<file path="src/rtl/pme_pkg.sv">
package pme_pkg;

  typedef enum logic [2:0] {
    COND_HIGH       = 3'b000,
    COND_RISE_LATCH = 3'b001,
    COND_FALL_LATCH = 3'b010,
    COND_BOTH_LATCH = 3'b011,
    COND_ALWAYS     = 3'b100,
    COND_LOW        = 3'b101,
    COND_NEVER      = 3'b110,
    COND_EDGE_PULSE = 3'b111
  } cond_e;

  localparam int COND_W = 3;

  localparam logic [1:0] ADDR_CTRL = 2'd0;
  localparam logic [1:0] ADDR_SRC  = 2'd1;
  localparam logic [1:0] ADDR_CFG  = 2'd2;

  localparam int CTRL_IRQ_SEL = 0;
  localparam int CTRL_RX_EN   = 1;

endpackage

</file>
<file path="src/rtl/pme_regs.sv">
module pme_regs
  import pme_pkg::*;
#(
  parameter int N_SLICES = 8,
  parameter int SRC_W    = 3,
  parameter int DATA_W   = 32,
  parameter int ADDR_W   = 2
) (
  input  logic                               clk,
  input  logic                               rst,
  input  logic                               wr_en,
  input  logic [ADDR_W-1:0]                  wr_addr,
  input  logic [DATA_W-1:0]                  wr_data,
  input  logic [ADDR_W-1:0]                  rd_addr,
  input  logic [N_SLICES-1:0]                status,
  output logic [DATA_W-1:0]                  rd_data,
  output logic [N_SLICES-1:0][SRC_W-1:0]     src_sel,
  output logic [N_SLICES-1:0][COND_W-1:0]    cond,
  output logic [N_SLICES-2:0]                ep_flags,
  output logic                               irq_sel,
  output logic                               rx_en,
  output logic [N_SLICES-1:0]                sticky_clr
);

  localparam int COND_BASE = N_SLICES;
  localparam int STAT_LSB  = DATA_W - N_SLICES;

  logic [DATA_W-1:0] src_q;
  logic [DATA_W-1:0] cfg_q;
  logic [1:0]        ctrl_q;
  logic              src_wr;
  logic              cfg_wr;
  logic              ctrl_wr;

  assign src_wr  = wr_en && (wr_addr == ADDR_W'(ADDR_SRC));
  assign cfg_wr  = wr_en && (wr_addr == ADDR_W'(ADDR_CFG));
  assign ctrl_wr = wr_en && (wr_addr == ADDR_W'(ADDR_CTRL));

  always_ff @(posedge clk) begin
    if (rst) begin
      src_q  <= '0;
      cfg_q  <= '0;
      ctrl_q <= '0;
    end else begin
      if (src_wr)  src_q  <= wr_data;
      if (cfg_wr)  cfg_q  <= wr_data;
      if (ctrl_wr) ctrl_q <= wr_data[1:0];
    end
  end

  for (genvar i = 0; i < N_SLICES; i++) begin : g_field
    logic [SRC_W-1:0]  src_new;
    logic [COND_W-1:0] cond_new;
    assign src_new       = wr_data[i*SRC_W +: SRC_W];
    assign cond_new      = wr_data[COND_BASE + i*COND_W +: COND_W];
    assign src_sel[i]    = src_q[i*SRC_W +: SRC_W];
    assign cond[i]       = cfg_q[COND_BASE + i*COND_W +: COND_W];
    assign sticky_clr[i] = (src_wr && ((src_new != '0) || (src_new != src_sel[i])))
                         || (cfg_wr && (cond_new != cond[i]));
  end

  assign ep_flags = cfg_q[N_SLICES-2:0];
  assign irq_sel  = ctrl_q[CTRL_IRQ_SEL];
  assign rx_en    = ctrl_q[CTRL_RX_EN];

  always_ff @(posedge clk) begin
    if (rst) begin
      rd_data <= '0;
    end else begin
      case (rd_addr)
        ADDR_W'(ADDR_CTRL): begin
          rd_data                       <= '0;
          rd_data[1:0]                  <= ctrl_q;
          rd_data[STAT_LSB +: N_SLICES] <= status;
        end
        ADDR_W'(ADDR_SRC): rd_data <= src_q;
        ADDR_W'(ADDR_CFG): rd_data <= cfg_q;
        default:           rd_data <= '0;
      endcase
    end
  end

endmodule

</file>
<file path="src/rtl/pme_slice.sv">
module pme_slice
  import pme_pkg::*;
#(
  parameter int N_INPUTS = 8,
  parameter int SRC_W    = 3
) (
  input  logic                clk,
  input  logic                rst,
  input  logic [N_INPUTS-1:0] in_now,
  input  logic [N_INPUTS-1:0] in_prev,
  input  logic [SRC_W-1:0]    src_sel,
  input  logic [COND_W-1:0]   cond,
  input  logic                clr,
  output logic                hit
);

  cond_e code;
  logic  cur_bit;
  logic  old_bit;
  logic  rise;
  logic  fall;
  logic  arm;
  logic  latched;

  assign code    = cond_e'(cond);
  assign cur_bit = in_now[src_sel];
  assign old_bit = in_prev[src_sel];
  assign rise    = cur_bit & ~old_bit;
  assign fall    = ~cur_bit & old_bit;

  always_comb begin
    case (code)
      COND_RISE_LATCH: arm = rise;
      COND_FALL_LATCH: arm = fall;
      COND_BOTH_LATCH: arm = rise | fall;
      default:         arm = 1'b0;
    endcase
  end

  always_ff @(posedge clk) begin
    if (rst || clr) latched <= 1'b0;
    else if (arm)   latched <= 1'b1;
  end

  always_comb begin
    case (code)
      COND_HIGH:       hit = cur_bit;
      COND_LOW:        hit = ~cur_bit;
      COND_ALWAYS:     hit = 1'b1;
      COND_NEVER:      hit = 1'b0;
      COND_EDGE_PULSE: hit = rise | fall;
      default:         hit = latched | arm;
    endcase
  end

endmodule

</file>
<file path="src/rtl/pme_terms.sv">
module pme_terms #(
  parameter int N_SLICES = 8
) (
  input  logic                clk,
  input  logic                rst,
  input  logic [N_SLICES-1:0] hit,
  input  logic [N_SLICES-2:0] ep_flags,
  input  logic                irq_sel,
  input  logic                rx_en,
  input  logic [N_SLICES-1:0] normal_irq,
  output logic [N_SLICES-1:0] match_q,
  output logic [N_SLICES-1:0] irq_q,
  output logic                rx_q
);

  logic [N_SLICES-1:0] ends;
  logic [N_SLICES-1:0] chain;
  logic [N_SLICES-1:0] match_now;

  assign ends = {1'b1, ep_flags};

  for (genvar i = 0; i < N_SLICES; i++) begin : g_chain
    if (i == 0) begin : g_first
      assign chain[i] = hit[i];
    end else begin : g_next
      assign chain[i] = hit[i] & (ends[i-1] | chain[i-1]);
    end
  end

  assign match_now = chain & ends;

  always_ff @(posedge clk) begin
    if (rst) begin
      match_q <= '0;
      irq_q   <= '0;
      rx_q    <= 1'b0;
    end else begin
      match_q <= match_now;
      irq_q   <= irq_sel ? match_now : normal_irq;
      rx_q    <= rx_en && (|match_now) && !(|match_q);
    end
  end

endmodule

</file>
<file path="src/rtl/pattern_match_engine.sv">
module pattern_match_engine
  import pme_pkg::*;
#(
  parameter int N_SLICES = 8,
  parameter int N_INPUTS = 8,
  parameter int DATA_W   = 32,
  parameter int ADDR_W   = 2
) (
  input  logic                clk,
  input  logic                rst,
  input  logic [N_INPUTS-1:0] in_lines,
  input  logic [N_SLICES-1:0] normal_irq,
  input  logic                wr_en,
  input  logic [ADDR_W-1:0]   wr_addr,
  input  logic [DATA_W-1:0]   wr_data,
  input  logic [ADDR_W-1:0]   rd_addr,
  output logic [DATA_W-1:0]   rd_data,
  output logic [N_SLICES-1:0] irq_out,
  output logic                rx_event,
  output logic [N_SLICES-1:0] match_status
);

  localparam int SRC_W = $clog2(N_INPUTS);

  logic [N_INPUTS-1:0]             in_prev;
  logic [N_SLICES-1:0][SRC_W-1:0]  src_sel;
  logic [N_SLICES-1:0][COND_W-1:0] cond;
  logic [N_SLICES-2:0]             ep_flags;
  logic                            irq_sel;
  logic                            rx_en;
  logic [N_SLICES-1:0]             sticky_clr;
  logic [N_SLICES-1:0]             hit;

  always_ff @(posedge clk) begin
    in_prev <= in_lines;
  end

  pme_regs #(
    .N_SLICES(N_SLICES),
    .SRC_W   (SRC_W),
    .DATA_W  (DATA_W),
    .ADDR_W  (ADDR_W)
  ) u_regs (
    .clk       (clk),
    .rst       (rst),
    .wr_en     (wr_en),
    .wr_addr   (wr_addr),
    .wr_data   (wr_data),
    .rd_addr   (rd_addr),
    .status    (match_status),
    .rd_data   (rd_data),
    .src_sel   (src_sel),
    .cond      (cond),
    .ep_flags  (ep_flags),
    .irq_sel   (irq_sel),
    .rx_en     (rx_en),
    .sticky_clr(sticky_clr)
  );

  for (genvar i = 0; i < N_SLICES; i++) begin : g_slice
    pme_slice #(
      .N_INPUTS(N_INPUTS),
      .SRC_W   (SRC_W)
    ) u_slice (
      .clk    (clk),
      .rst    (rst),
      .in_now (in_lines),
      .in_prev(in_prev),
      .src_sel(src_sel[i]),
      .cond   (cond[i]),
      .clr    (sticky_clr[i]),
      .hit    (hit[i])
    );
  end

  pme_terms #(
    .N_SLICES(N_SLICES)
  ) u_terms (
    .clk       (clk),
    .rst       (rst),
    .hit       (hit),
    .ep_flags  (ep_flags),
    .irq_sel   (irq_sel),
    .rx_en     (rx_en),
    .normal_irq(normal_irq),
    .match_q   (match_status),
    .irq_q     (irq_out),
    .rx_q      (rx_event)
  );

endmodule

</file>
<file path="config.mk">
export PLATFORM = sky130hd
export DESIGN_NAME = pattern_match_engine
export DESIGN_NICKNAME = d
export VERILOG_FILES = /design/src/rtl/pme_pkg.sv /design/src/rtl/pme_regs.sv /design/src/rtl/pme_slice.sv /design/src/rtl/pme_terms.sv /design/src/rtl/pattern_match_engine.sv
export SDC_FILE = /design/constraint.sdc
export NUM_CORES = 1
export LEC_CHECK = 0
export ABC_CLOCK_PERIOD_IN_PS = 3250
export CAP_MARGIN = 20
export CELL_PAD_IN_SITES_DETAIL_PLACEMENT = 0
export CELL_PAD_IN_SITES_GLOBAL_PLACEMENT = 1
export CORE_ASPECT_RATIO = 0.5
export CORE_UTILIZATION = 35
export DETAILED_ROUTE_END_ITERATION = 8
export PLACE_DENSITY = 0.68
export SLEW_MARGIN = 0
export SYNTH_ARGS = -nofsm -noshare
export SYNTH_HDL_FRONTEND = slang
export SYNTH_HIERARCHICAL = 1
export SYNTH_SLANG_ARGS = --single-unit
</file>
<file path="constraint.sdc">
create_clock -name clk -period 3.25 [get_ports clk]
set_input_delay 0.4875 -clock clk [delete_from_list [all_inputs] [get_ports clk]]
set_output_delay 0.4875 -clock clk [all_outputs]
set_load 0.005 [all_outputs]
</file>
==> results.ini <==
[drt]
drt-vias-per-instance=5.32
wirelength_um=23600
ant_nets=0
first_iter_violations=443
routedWlPerCell_um=19.8
drc=0
vias=6328
firstDrtPassIters=5

[final_layout]
diodes=0
drive_gt1_frac=0.186
area_delta_synth_final_pct=25.7
post-route-util=0.455
fillers=1995
fin_cells=1189
fin_area_um2=9480
fin_nets=975

[sta]
setup_viol=0
slew_headroom=0.440
final.min_clock_period_ns=3.13
period_share=0.963
max_freq_mhz=319
slew_violations=0
worstMarginPinSlew_ns=0.841
fin_setup_tns_ns=0
finClkSkew_ns=0.0101
final_hold_viol_count=0

[placement]
placed_cells=1152
place_area_um2=8770
io_buffer_count=103
routabilityCongestion=0.836
dp_hpwl_um=16300

[clock_tree]
cts-root-buf=clkbuf_16
cts.sinks=131
htree_levels=4
cts_buffer_depth=2
clk_pin_slew_ns=0.06
cts_made_buffers=17
worstSkewPairLatency_ns=0.42
cts_tree=done

[critical_path]
cp_slowest_stage_delay_ns=0.57
crit_family=compound AO/OA/AOI/OAI gates
crit_chain=mux4_1 -> mux2i_2 -> inv_1 -> ha_1 -> nor2b_1 -> o21ai_1 -> a311o_1 -> o211ai_4 -> o211ai_1 -> a21oi_4 -> o311ai_4 -> a21oi_1
arrival_ns=3.39
crit_type=flop to flop
worst_setup_path_end_kind=flop
critical_path_buf_inv_count=1
crit_slowest_cell=mux4_1
critPathRequiredTime_ns=3.51
path_max_fanout=5
cp-start-kind=flop

[logic_synthesis]
syn_area_um2=7540
netlist_top_cells_area=dfxtp_1 35%, mux4_1 11%, nand2_1 6.6%
async_flop_share=0
syn_nets=882
yosysTopAreaCell=dfxtp_1
yosysWarnings=6
synth_ff_type=dfxtp_1
ys_seq_area_frac=0.348
synth-edff-count=0
avgSynthCellArea_um2=9.30
synth.distinct_cells=47
synthCells=811
synth.top_cell.area_share=0.348
synth-seq-cells=131

[global_route]
grt_pass1_wl_um=35900
grt_max_degree=73
grt_pass1_vias=5965
grt_use_total=0.214
grt_overflow=0
grt_antenna_before_repair=0

[floorplan]
die_x_um=210
ioPinCount=104
start_util=0.362
die_area_um2=22200
core_um2=20800
die-height_um=106
rows=37

[pwr]
power.total_mw=4.31
cellLeakagePower_nw=3.44
powerDensity_nw_per_um2=455
max-vdd-ir-drop_mv=0.275

[run]
drv_cap=0

[hold_path]
hp-class=flop to flop

[run_status]
outcome=finished clean

-- cells by family after synthesis --
| family | share of synthesized area |
|---|---|
| AOI/OAI and AO/OA | 0.158 |
| xor gates and xnor gates | 0.0279 |
| adders and majority gates | 0.0266 |
| buffers and inverters | 0.0978 |
| DFF | 0.348 |
| muxes | 0.173 |
| and+or+nand+nor | 0.169 |
-- cells in the mapped netlist, types with 9 or more instances --
cell and count:
nand2_1 133, dfxtp_1 131, a21oi_1 76, buf_4 63, nor2_1 54, inv_1 33, mux4_1 32, mux2i_1 28
xor2_1 24, a22oi_1 22, buf_2 19, nor2b_1 19, ha_1 16, nand2b_1 15, nor3_1 12, a2bb2oi_1 10
clkbuf_1 10, nand3b_1 10, o22ai_1 9
-- metrics by stage --
step	setup slack (ns)	hold WS [ns]
floorplan	0.297	0.433
global placement	-0.589	0.444
detailed placement	-0.679	0.450
CTS	0.0165	0.458
global route	-0.0240	0.478
finish	0.120	0.457
-- path summary, 6_finish.rpt --
path	from	slack, ns	endpoint	cells after the start
worst max-delay path	u_regs/src_q[0]	0.12	u_terms/irq_q[7]	12
worst min-delay path	u_regs/cfg_q[7]	0.46	u_regs/cfg_q[7]	2
worst max register to register	u_regs/src_q[0]	0.12	u_terms/irq_q[7]	12
worst min register to register	u_regs/cfg_q[7]	0.46	u_regs/cfg_q[7]	2
-- power by group --
group / switching (mW) / internal (mW) / total, mW / leakage [nW]
combinational: 0.326 / 0.323 / 0.649 / 2.09
sequential: 0.0718 / 1.65 / 1.72 / 1.07
clock: 0.763 / 1.18 / 1.94 / 0.281
total: 1.16 / 3.15 / 4.31 / 3.44
-- worst min-delay path, stage by stage (launching register included) --
cell and delay, ns:
dfxtp_1 0.31, nand2_1 0.05, a21oi_1 0.05
-- metal layers --
layer / vias up / part of all wire / track usage
li1: 3013 / - / -
met5: - / 0 / 0
met2: 184 / 0.42 / 0.307
met1: 3112 / 0.50 / 0.318
met4: 0 / 0.0092 / 0.0495
met3: 19 / 0.065 / 0.0545
-- placed cells by master (no fill, tap or decap), types with 8 or more instances in the layout --
cell             instances
a211oi_1                 8
a21o_1                   8
a21oi_1                 74
a22oi_1                 22
a2bb2oi_1               10
a311o_1                  8
buf_4                   64
clkbuf_16               17
clkdlybuf4s50_1         94
dfxtp_1                122
dfxtp_4                  8
dlygate4sd2_1            8
ha_1                    16
inv_1                   33
mux2i_1                 26
mux2i_4                  8
mux4_1                  17
mux4_2                  15
nand2_1                133
nand2b_1                15
nand3b_1                10
nor2_1                  53
nor2b_1                 13
nor3_1                  12
o22ai_1                  9
xor2_1                  24
-- final cells by class --
cell class                      instances  area [um2]  area share
Multi-Input combinational cell        553        4250       0.448
Sequential cell                       131        2650       0.280
Timing Repair Buffer                  168        1530       0.162
Clock buffer                           21         470      0.0496
Tap cell                              273         342      0.0360
Inverter                               33         124      0.0131
Clock inverter                         10         108      0.0114
-- registers in the layout, indices dropped and copies added, names as in the netlist --
name	cells
u_regs/cfg_q	32
u_regs/rd_data	32
u_regs/src_q	32
g_slice.u_slice/latched	8
in_prev	8
u_terms/irq_q	8
u_terms/match_q	8
u_regs/ctrl_q	2
u_terms/rx_q	1
-- what timing repair did --
| action | 4_1_cts | 5_1_grt |
|---|---|---|
| gates resized for setup | 18 | 50 |
| hold buffers | 0 | 0 |
| setup endpoints to repair | 14 | 12 |
| pin swaps | 1 | 16 |
| setup buffers | 0 | 6 |
Power figures use the tool's default switching activity.
